[src/rtl/i2cm_pkg.sv]
package i2cm_pkg;

    localparam int          BYTE_W   = 8;
    localparam int          ADDR_W   = 8;
    localparam int          CNT_W    = $clog2(BYTE_W) + 1;
    localparam logic [3:0]  DEV_TYPE = 4'b1010;

    typedef enum logic [3:0] {
        ST_IDLE,
        ST_CTRL,
        ST_CTRL_ACK,
        ST_WADDR,
        ST_WADDR_ACK,
        ST_WDATA,
        ST_WDATA_ACK,
        ST_RDATA,
        ST_RACK
    } eng_state_t;

    typedef struct packed {
        logic scl;
        logic sda;
        logic scl_rise;
        logic scl_fall;
        logic start;
        logic stop;
    } bus_ev_t;

    function automatic logic ctrl_hit(input logic [BYTE_W-1:0] b,
                                      input logic [2:0] strap);
        return (b[7:4] == DEV_TYPE) && (b[3:1] == strap);
    endfunction

endpackage

[src/rtl/i2cm_bus_sense.sv]
module i2cm_bus_sense
    import i2cm_pkg::*;
#(
    parameter int STAGES = 2
) (
    input  logic    clk,
    input  logic    rst,
    input  logic    scl_i,
    input  logic    sda_i,
    output bus_ev_t ev
);
    logic [STAGES-1:0] scl_sy;
    logic [STAGES-1:0] sda_sy;
    logic              scl_d;
    logic              sda_d;
    logic              scl_now;
    logic              sda_now;

    always_ff @(posedge clk) begin
        if (rst) begin
            scl_sy <= '1;
            sda_sy <= '1;
            scl_d  <= 1'b1;
            sda_d  <= 1'b1;
        end else begin
            scl_sy <= {scl_sy[STAGES-2:0], scl_i};
            sda_sy <= {sda_sy[STAGES-2:0], sda_i};
            scl_d  <= scl_sy[STAGES-1];
            sda_d  <= sda_sy[STAGES-1];
        end
    end

    assign scl_now = scl_sy[STAGES-1];
    assign sda_now = sda_sy[STAGES-1];

    always_comb begin
        ev.scl      = scl_now;
        ev.sda      = sda_now;
        ev.scl_rise = scl_now & ~scl_d;
        ev.scl_fall = ~scl_now & scl_d;
        ev.start    = scl_now & scl_d & sda_d & ~sda_now;
        ev.stop     = scl_now & scl_d & ~sda_d & sda_now;
    end

endmodule

[src/rtl/i2cm_store.sv]
module i2cm_store #(
    parameter int AW = 8,
    parameter int DW = 8
) (
    input  logic          clk,
    input  logic          we,
    input  logic [AW-1:0] waddr,
    input  logic [DW-1:0] wdata,
    input  logic [AW-1:0] raddr,
    output logic [DW-1:0] rdata
);
    localparam int DEPTH = 1 << AW;

    logic [DW-1:0] mem [DEPTH];

    always_ff @(posedge clk) begin
        if (we) begin
            mem[waddr] <= wdata;
        end
    end

    assign rdata = mem[raddr];

endmodule

[src/rtl/i2cm_engine.sv]
module i2cm_engine
    import i2cm_pkg::*;
(
    input  logic              clk,
    input  logic              rst,
    input  bus_ev_t           ev,
    input  logic [2:0]        strap,
    input  logic [BYTE_W-1:0] rdata,
    output logic              we,
    output logic [ADDR_W-1:0] ptr,
    output logic [BYTE_W-1:0] wdata,
    output logic              sda_oe
);
    eng_state_t        st;
    logic [CNT_W-1:0]  cnt;
    logic [BYTE_W-1:0] sh;
    logic [BYTE_W-1:0] tx;
    logic              rw;
    logic              mack;
    logic              byte_in;
    logic              rx_state;

    assign rx_state = (st == ST_CTRL) || (st == ST_WADDR) || (st == ST_WDATA);
    assign byte_in  = rx_state && ev.scl_fall && (cnt == CNT_W'(BYTE_W));
    assign we       = byte_in && (st == ST_WDATA);
    assign wdata    = sh;

    always_ff @(posedge clk) begin
        if (rst) begin
            st     <= ST_IDLE;
            cnt    <= '0;
            sh     <= '0;
            tx     <= '0;
            rw     <= 1'b0;
            mack   <= 1'b0;
            ptr    <= '0;
            sda_oe <= 1'b0;
        end else if (ev.stop) begin
            st     <= ST_IDLE;
            sda_oe <= 1'b0;
        end else if (ev.start) begin
            st     <= ST_CTRL;
            cnt    <= '0;
            sda_oe <= 1'b0;
        end else begin
            unique case (st)
                ST_IDLE: ;
                ST_CTRL, ST_WADDR, ST_WDATA: begin
                    if (ev.scl_rise && (cnt < CNT_W'(BYTE_W))) begin
                        sh  <= {sh[BYTE_W-2:0], ev.sda};
                        cnt <= cnt + 1'b1;
                    end else if (byte_in) begin
                        cnt <= '0;
                        if (st == ST_CTRL) begin
                            if (ctrl_hit(sh, strap)) begin
                                rw     <= sh[0];
                                sda_oe <= 1'b1;
                                st     <= ST_CTRL_ACK;
                            end else begin
                                st     <= ST_IDLE;
                            end
                        end else if (st == ST_WADDR) begin
                            ptr    <= sh[ADDR_W-1:0];
                            sda_oe <= 1'b1;
                            st     <= ST_WADDR_ACK;
                        end else begin
                            ptr    <= ptr + 1'b1;
                            sda_oe <= 1'b1;
                            st     <= ST_WDATA_ACK;
                        end
                    end
                end
                ST_CTRL_ACK: begin
                    if (ev.scl_fall) begin
                        cnt <= '0;
                        if (rw) begin
                            tx     <= rdata;
                            sda_oe <= ~rdata[BYTE_W-1];
                            st     <= ST_RDATA;
                        end else begin
                            sda_oe <= 1'b0;
                            st     <= ST_WADDR;
                        end
                    end
                end
                ST_WADDR_ACK: begin
                    if (ev.scl_fall) begin
                        sda_oe <= 1'b0;
                        st     <= ST_WDATA;
                    end
                end
                ST_WDATA_ACK: begin
                    if (ev.scl_fall) begin
                        sda_oe <= 1'b0;
                        st     <= ST_IDLE;
                    end
                end
                ST_RDATA: begin
                    if (ev.scl_fall) begin
                        if (cnt == CNT_W'(BYTE_W - 1)) begin
                            sda_oe <= 1'b0;
                            ptr    <= ptr + 1'b1;
                            st     <= ST_RACK;
                        end else begin
                            cnt    <= cnt + 1'b1;
                            tx     <= {tx[BYTE_W-2:0], 1'b0};
                            sda_oe <= ~tx[BYTE_W-2];
                        end
                    end
                end
                ST_RACK: begin
                    if (ev.scl_rise) begin
                        mack <= ~ev.sda;
                    end else if (ev.scl_fall) begin
                        cnt <= '0;
                        if (mack) begin
                            tx     <= rdata;
                            sda_oe <= ~rdata[BYTE_W-1];
                            st     <= ST_RDATA;
                        end else begin
                            st     <= ST_IDLE;
                        end
                    end
                end
                default: st <= ST_IDLE;
            endcase
        end
    end

    assert_start_enters_ctrl_R1: assert property (@(posedge clk) disable iff (rst)
        (ev.start && !ev.stop) |=> (st == ST_CTRL));

    assert_foreign_ignored_R2: assert property (@(posedge clk) disable iff (rst)
        (st == ST_CTRL && byte_in && !ctrl_hit(sh, strap) && !ev.start && !ev.stop)
        |=> (st == ST_IDLE && !sda_oe));

    assert_write_steps_ptr_R3: assert property (@(posedge clk) disable iff (rst)
        (we && !ev.start && !ev.stop) |=> (ptr == $past(ptr) + 1'b1));

    assert_read_steps_ptr_R5: assert property (@(posedge clk) disable iff (rst)
        (st == ST_RDATA && ev.scl_fall && cnt == CNT_W'(BYTE_W - 1) && !ev.start && !ev.stop)
        |=> (ptr == $past(ptr) + 1'b1 && st == ST_RACK));

    assert_stop_releases_R8: assert property (@(posedge clk) disable iff (rst)
        ev.stop |=> !sda_oe);

    assert_drive_moves_scl_low_R9: assert property (@(posedge clk) disable iff (rst)
        (!$stable(sda_oe) && !$past(ev.start) && !$past(ev.stop) && !$past(rst)) |-> !ev.scl);

endmodule

[src/rtl/i2c_mem_target.sv]
module i2c_mem_target
    import i2cm_pkg::*;
#(
    parameter int SYNC_STAGES = 2
) (
    input  logic       clk,
    input  logic       rst,
    input  logic       scl_i,
    input  logic       sda_i,
    input  logic [2:0] strap_i,
    output logic       sda_oe_o
);
    bus_ev_t           ev;
    logic              we;
    logic [ADDR_W-1:0] ptr;
    logic [BYTE_W-1:0] wdata;
    logic [BYTE_W-1:0] rdata;

    i2cm_bus_sense #(.STAGES(SYNC_STAGES)) u_sense (
        .clk   (clk),
        .rst   (rst),
        .scl_i (scl_i),
        .sda_i (sda_i),
        .ev    (ev)
    );

    i2cm_engine u_engine (
        .clk    (clk),
        .rst    (rst),
        .ev     (ev),
        .strap  (strap_i),
        .rdata  (rdata),
        .we     (we),
        .ptr    (ptr),
        .wdata  (wdata),
        .sda_oe (sda_oe_o)
    );

    i2cm_store #(.AW(ADDR_W), .DW(BYTE_W)) u_store (
        .clk   (clk),
        .we    (we),
        .waddr (ptr),
        .wdata (wdata),
        .raddr (ptr),
        .rdata (rdata)
    );

endmodule

[config.mk]
export PLATFORM = sky130hd
export DESIGN_NAME = i2c_mem_target
export DESIGN_NICKNAME = d
export VERILOG_FILES = /design/src/rtl/i2cm_pkg.sv /design/src/rtl/i2cm_bus_sense.sv /design/src/rtl/i2cm_store.sv /design/src/rtl/i2cm_engine.sv /design/src/rtl/i2c_mem_target.sv
export SDC_FILE = /design/constraint.sdc
export NUM_CORES = 2
export LEC_CHECK = 0
export ABC_AREA = 1
export ABC_CLOCK_PERIOD_IN_PS = 8300
export BUFFER_PORTS_ARGS = -buffer_cell sky130_fd_sc_hd__buf_2
export CORE_ASPECT_RATIO = 0.9
export CORE_MARGIN = 3
export CORE_UTILIZATION = 30
export DETAILED_ROUTE_END_ITERATION = 10
export PLACE_DENSITY_LB_ADDON = 0.05
export RECOVER_POWER = 100
export SLEW_MARGIN = 10
export SYNTH_ARGS = -nofsm -noshare
export SYNTH_HDL_FRONTEND = slang
export SYNTH_SLANG_ARGS = --single-unit
export TNS_END_PERCENT = 5
[constraint.sdc]
create_clock -name clk -period 8.3 [get_ports clk]
set_clock_uncertainty 0.15 [all_clocks]
set_input_delay 1.245 -clock clk [delete_from_list [all_inputs] [get_ports clk]]
set_output_delay 1.245 -clock clk [all_outputs]
set_load 0.02 [all_outputs]
==> metrics.txt <==
cell family with most CP delay=buffers and inverters; total overflow reported by the global router=0; number of buffers and inverters on the critical path=2; DIE HEIGHT=512 µm; Synthesis Warnings=0; ANT nets after route=0; Final #Nets=7,077; drt first-iter violations=4,901; Synth Register Bits=2,096; vias in the first global route=53.4k; Area Overhead vs Synth=12.0%; Int Pwr=17.6 mW; Cell Count, Final, Fillers Out=11.0k; via/cell ratio=4.99; DP Cell Count=10.6k; sequential share of power=49.3%; DRC errors left=0; pin count of the biggest net entering global routing=169; Post-Synthesis Cells=7,216; CP max stage cell=clkbuf_1; CP max stage delay=2.35 ns; met1 wire length=139 mm; Fin. Hold Viols=0; Hold-fix buffers, CTS=0; Startpoint Class=register; initial antenna violation count=20; P_leak=32.0 nW; min Tclk post-route=6.08 ns; cts repair resizes=0; ys flop type=edfxtp_1; CP required=8.95 ns; layout cell share with drive strength beyond 1=5.73%; clk slew on worst S/H paths=0.06 ns; post-synthesis cell type count=40; crit end category=register; RePlAce Congestion=0.764; ys async rst share=0%; sw frac=25.3%; Clock Tree Buf Depth=4; Rel. slew slack=-153%; total power=23.6 mW; Pre-antenna DRT Iters=5; sum of negative setup slack=0 ns; period utilisation layout=73.3%; VDD IR max=0.168 mV; FMAX=164 MHz; HPWL Detailed=157 mm; arrival time at the worst endpoint=6.73 ns; per-cell routed wire length=26.5 µm; core area=0.283 mm²; setup bufs post-CTS=0; worst slew pin tran=3.80 ns; first-pass GRT wire length=415 mm; Initial Util=30.2%; failing checks=capacitance limit, slew limit; vias=54.8k; clock network fraction of design power=42.0%; CTS HTree Levels=4; Final Max Slew Viols=976; Inserted Clock Buffers=241; placement row count=185; part of the Yosys area used for sequential elements=73.3%; Max-cap violations=19; HP Class=register to register; WS Path Type=register to register; Pwr Density=247 mW/mm²; Post-synth EDFFs=2,048; top fanout value on the critical path=67; run status=finished with violations; Setup violations, final=0; setup repair after global routing missed its margin=no; final worst setup slack=2.22 ns; I/O pins=8; buffers added on ports=7; CTS Root Cell=clkbuf_16; metal2 WL=133 mm; crit-path most repeated cell=nand3_1; Synth Cell Area=0.0853 mm²; Comb pwr share=8.7%; met3 wire len=13.1 mm; pre-CTS setup slack=3.91 ns; Synthesized Nets=7,229; crit path cell chain=clkbuf_1, buf_4, nand2_1, nand3_1, nand3_1, nand3_1, nand3_1, nand3_1, nand3_1, nand2_1, nand2_1, nand3_1, nand2_1, a21oi_1; Sink Count=2,096; Skew-Pair Late Insertion Delay=0.89 ns; Switch Pwr=5.96 mW; CTS tree=yes; syn_area_per_cell=11.8 µm²; gr usage total=19.6%; drt total wl=291 mm; top routing layer used=met4; chip width=568 µm; Total Die Area=0.291 mm²
-- layer usage --
metal / up-vias / global-route usage [%]
li1: 25400 / -
met1: 27800 / 28.8
met2: 1297 / 30.5
met3: 336 / 2.61
met4: 0 / 4.54
met5: - / 0
-- layout by cell type, fill, tap and decap left out, types with 6 or more instances in the layout --
cell type and instances:
nor3_1 11, ha_1 6, buf_2 6, nor2_1 358, o21ai_0 80, bufinv_16 8
dfxtp_1 42, o22ai_1 29, nand2_1 2032, o21ai_1 11, a21oi_1 31, clkbuf_16 242
clkinv_1 62, nand3_2 8, nand2_2 8, buf_4 57, clkinv_2 35, inv_1 54
buf_12 20, edfxtp_1 2048, clkbuf_1 80, nand3_1 1952
-- Yosys cell counts (2+ instances only) --
library cell,count,area [µm²]
nand2_1,2039,7650
inv_1,54,203
xor2_1,2,17.5
o21ai_1,12,60.1
nand4_1,4,25.0
edfxtp_1,2048,61500
o22ai_1,29,181
nor2_2,5,31.3
nand3_2,4,40.0
nor4_1,3,18.8
a31oi_1,4,25.0
a21oi_1,31,155
a221oi_1,2,17.5
a211oi_1,5,37.5
clkbuf_1,123,462
a22oi_1,2,15.0
ha_1,6,75.1
xnor2_1,3,26.3
clkinv_1,2,7.51
buf_1,40,150
or2_2,5,31.3
buf_6,6,67.6
inv_2,6,22.5
buf_4,75,563
buf_2,248,1240
nor3_1,11,55.1
nor2_1,354,1330
dfxtp_1,48,961
o21ai_0,79,395
nand3_1,1956,9790
-- flip-flops by register name (all words and copies together) (netlist names), named ones only --
| name | flops |
|---|---|
| u_store.mem | 2048 |
| u_engine.sda_oe | 1 |
| u_engine.ptr | 8 |
| u_sense.scl_d | 1 |
| u_engine.tx | 7 |
| u_engine.st | 4 |
| u_engine.rw | 1 |
| u_engine.cnt | 4 |
| u_sense.sda_d | 1 |
| u_engine.mack | 1 |
| u_sense.scl_sy | 2 |
| u_engine.wdata | 8 |
| u_sense.sda_sy | 2 |
-- kinds of logic (layout without fill, tap and decap cells) --
logic type	after synthesis	in the layout	synth area share [%]
buffers and inverters	554	581	3.19
flip-flops	2096	2096	73.3
other	0	3	0
XOR/XNOR	5	5	0.0514
AO/OA/AOI/OAI	170	170	1.11
AND/OR/NAND/NOR	4385	4385	22.3
adder cells (fa/ha/maj)	6	6	0.0881
-- stage by stage --
step / utilization [%] / hold WS, ns / cell area (µm²)
2_1_floorplan: - / 0.239 / 85300
3_3_place_gp: 31.3 / 0.260 / 88600
3_5_place_dp: 31.3 / 0.247 / 88600
4_1_cts: 33.8 / 0.256 / 95600
5_1_grt: 33.8 / 0.274 / 95500
6_report: 33.8 / 0.253 / 95500
-- cell type report --
| class | count | area (µm²) |
|---|---|---|
| clock inverters | 111 | 727 |
| multi-input cells | 4566 | 20100 |
| clock buffers | 311 | 6330 |
| well taps | 3740 | 4680 |
| flip-flops and latches | 2096 | 62500 |
| repair buffers | 97 | 912 |
| fillers | 28100 | 187000 |
| diodes | 3 | 7.51 |
| inverters | 62 | 260 |
-- path summary, 6_finish.rpt --
| check | slack, ns | from | depth (start not counted) | endpoint |
|---|---|---|---|---|
| setup reg to reg | 2.22 | register | 14 | u_engine.tx[5] |
| hold reg to reg | 0.25 | u_sense.scl_sy[0] | 1 | u_sense.scl_sy[1] |
| setup / recovery | 2.22 | register | 14 | u_engine.tx[5] |
| hold / removal | 0.25 | u_sense.scl_sy[0] | 1 | u_sense.scl_sy[1] |
-- power groups by stage --
stage	logic, mW	clock network (mW)	registers [mW]
after floorplan	1.26	0	11.8
after global placement	2.11	0	11.8
after detailed placement	2.09	0	11.8
after CTS	2.09	10.2	11.6
after global routing	2.26	10.6	11.6
final	2.06	9.89	11.6
-- worst register-to-register path: stages (launching register included) --
cell,delay (ns)
dfxtp_4,0.65
clkbuf_1,2.36
buf_4,0.99
nand2_1,0.17
nand3_1,0.12
nand3_1,0.13
nand3_1,0.17
nand3_1,0.18
nand3_1,0.28
nand3_1,0.30
nand2_1,0.15
nand2_1,0.07
nand3_1,0.09
nand2_1,0.07
a21oi_1,0.13
(Power assumes the default switching activity.)
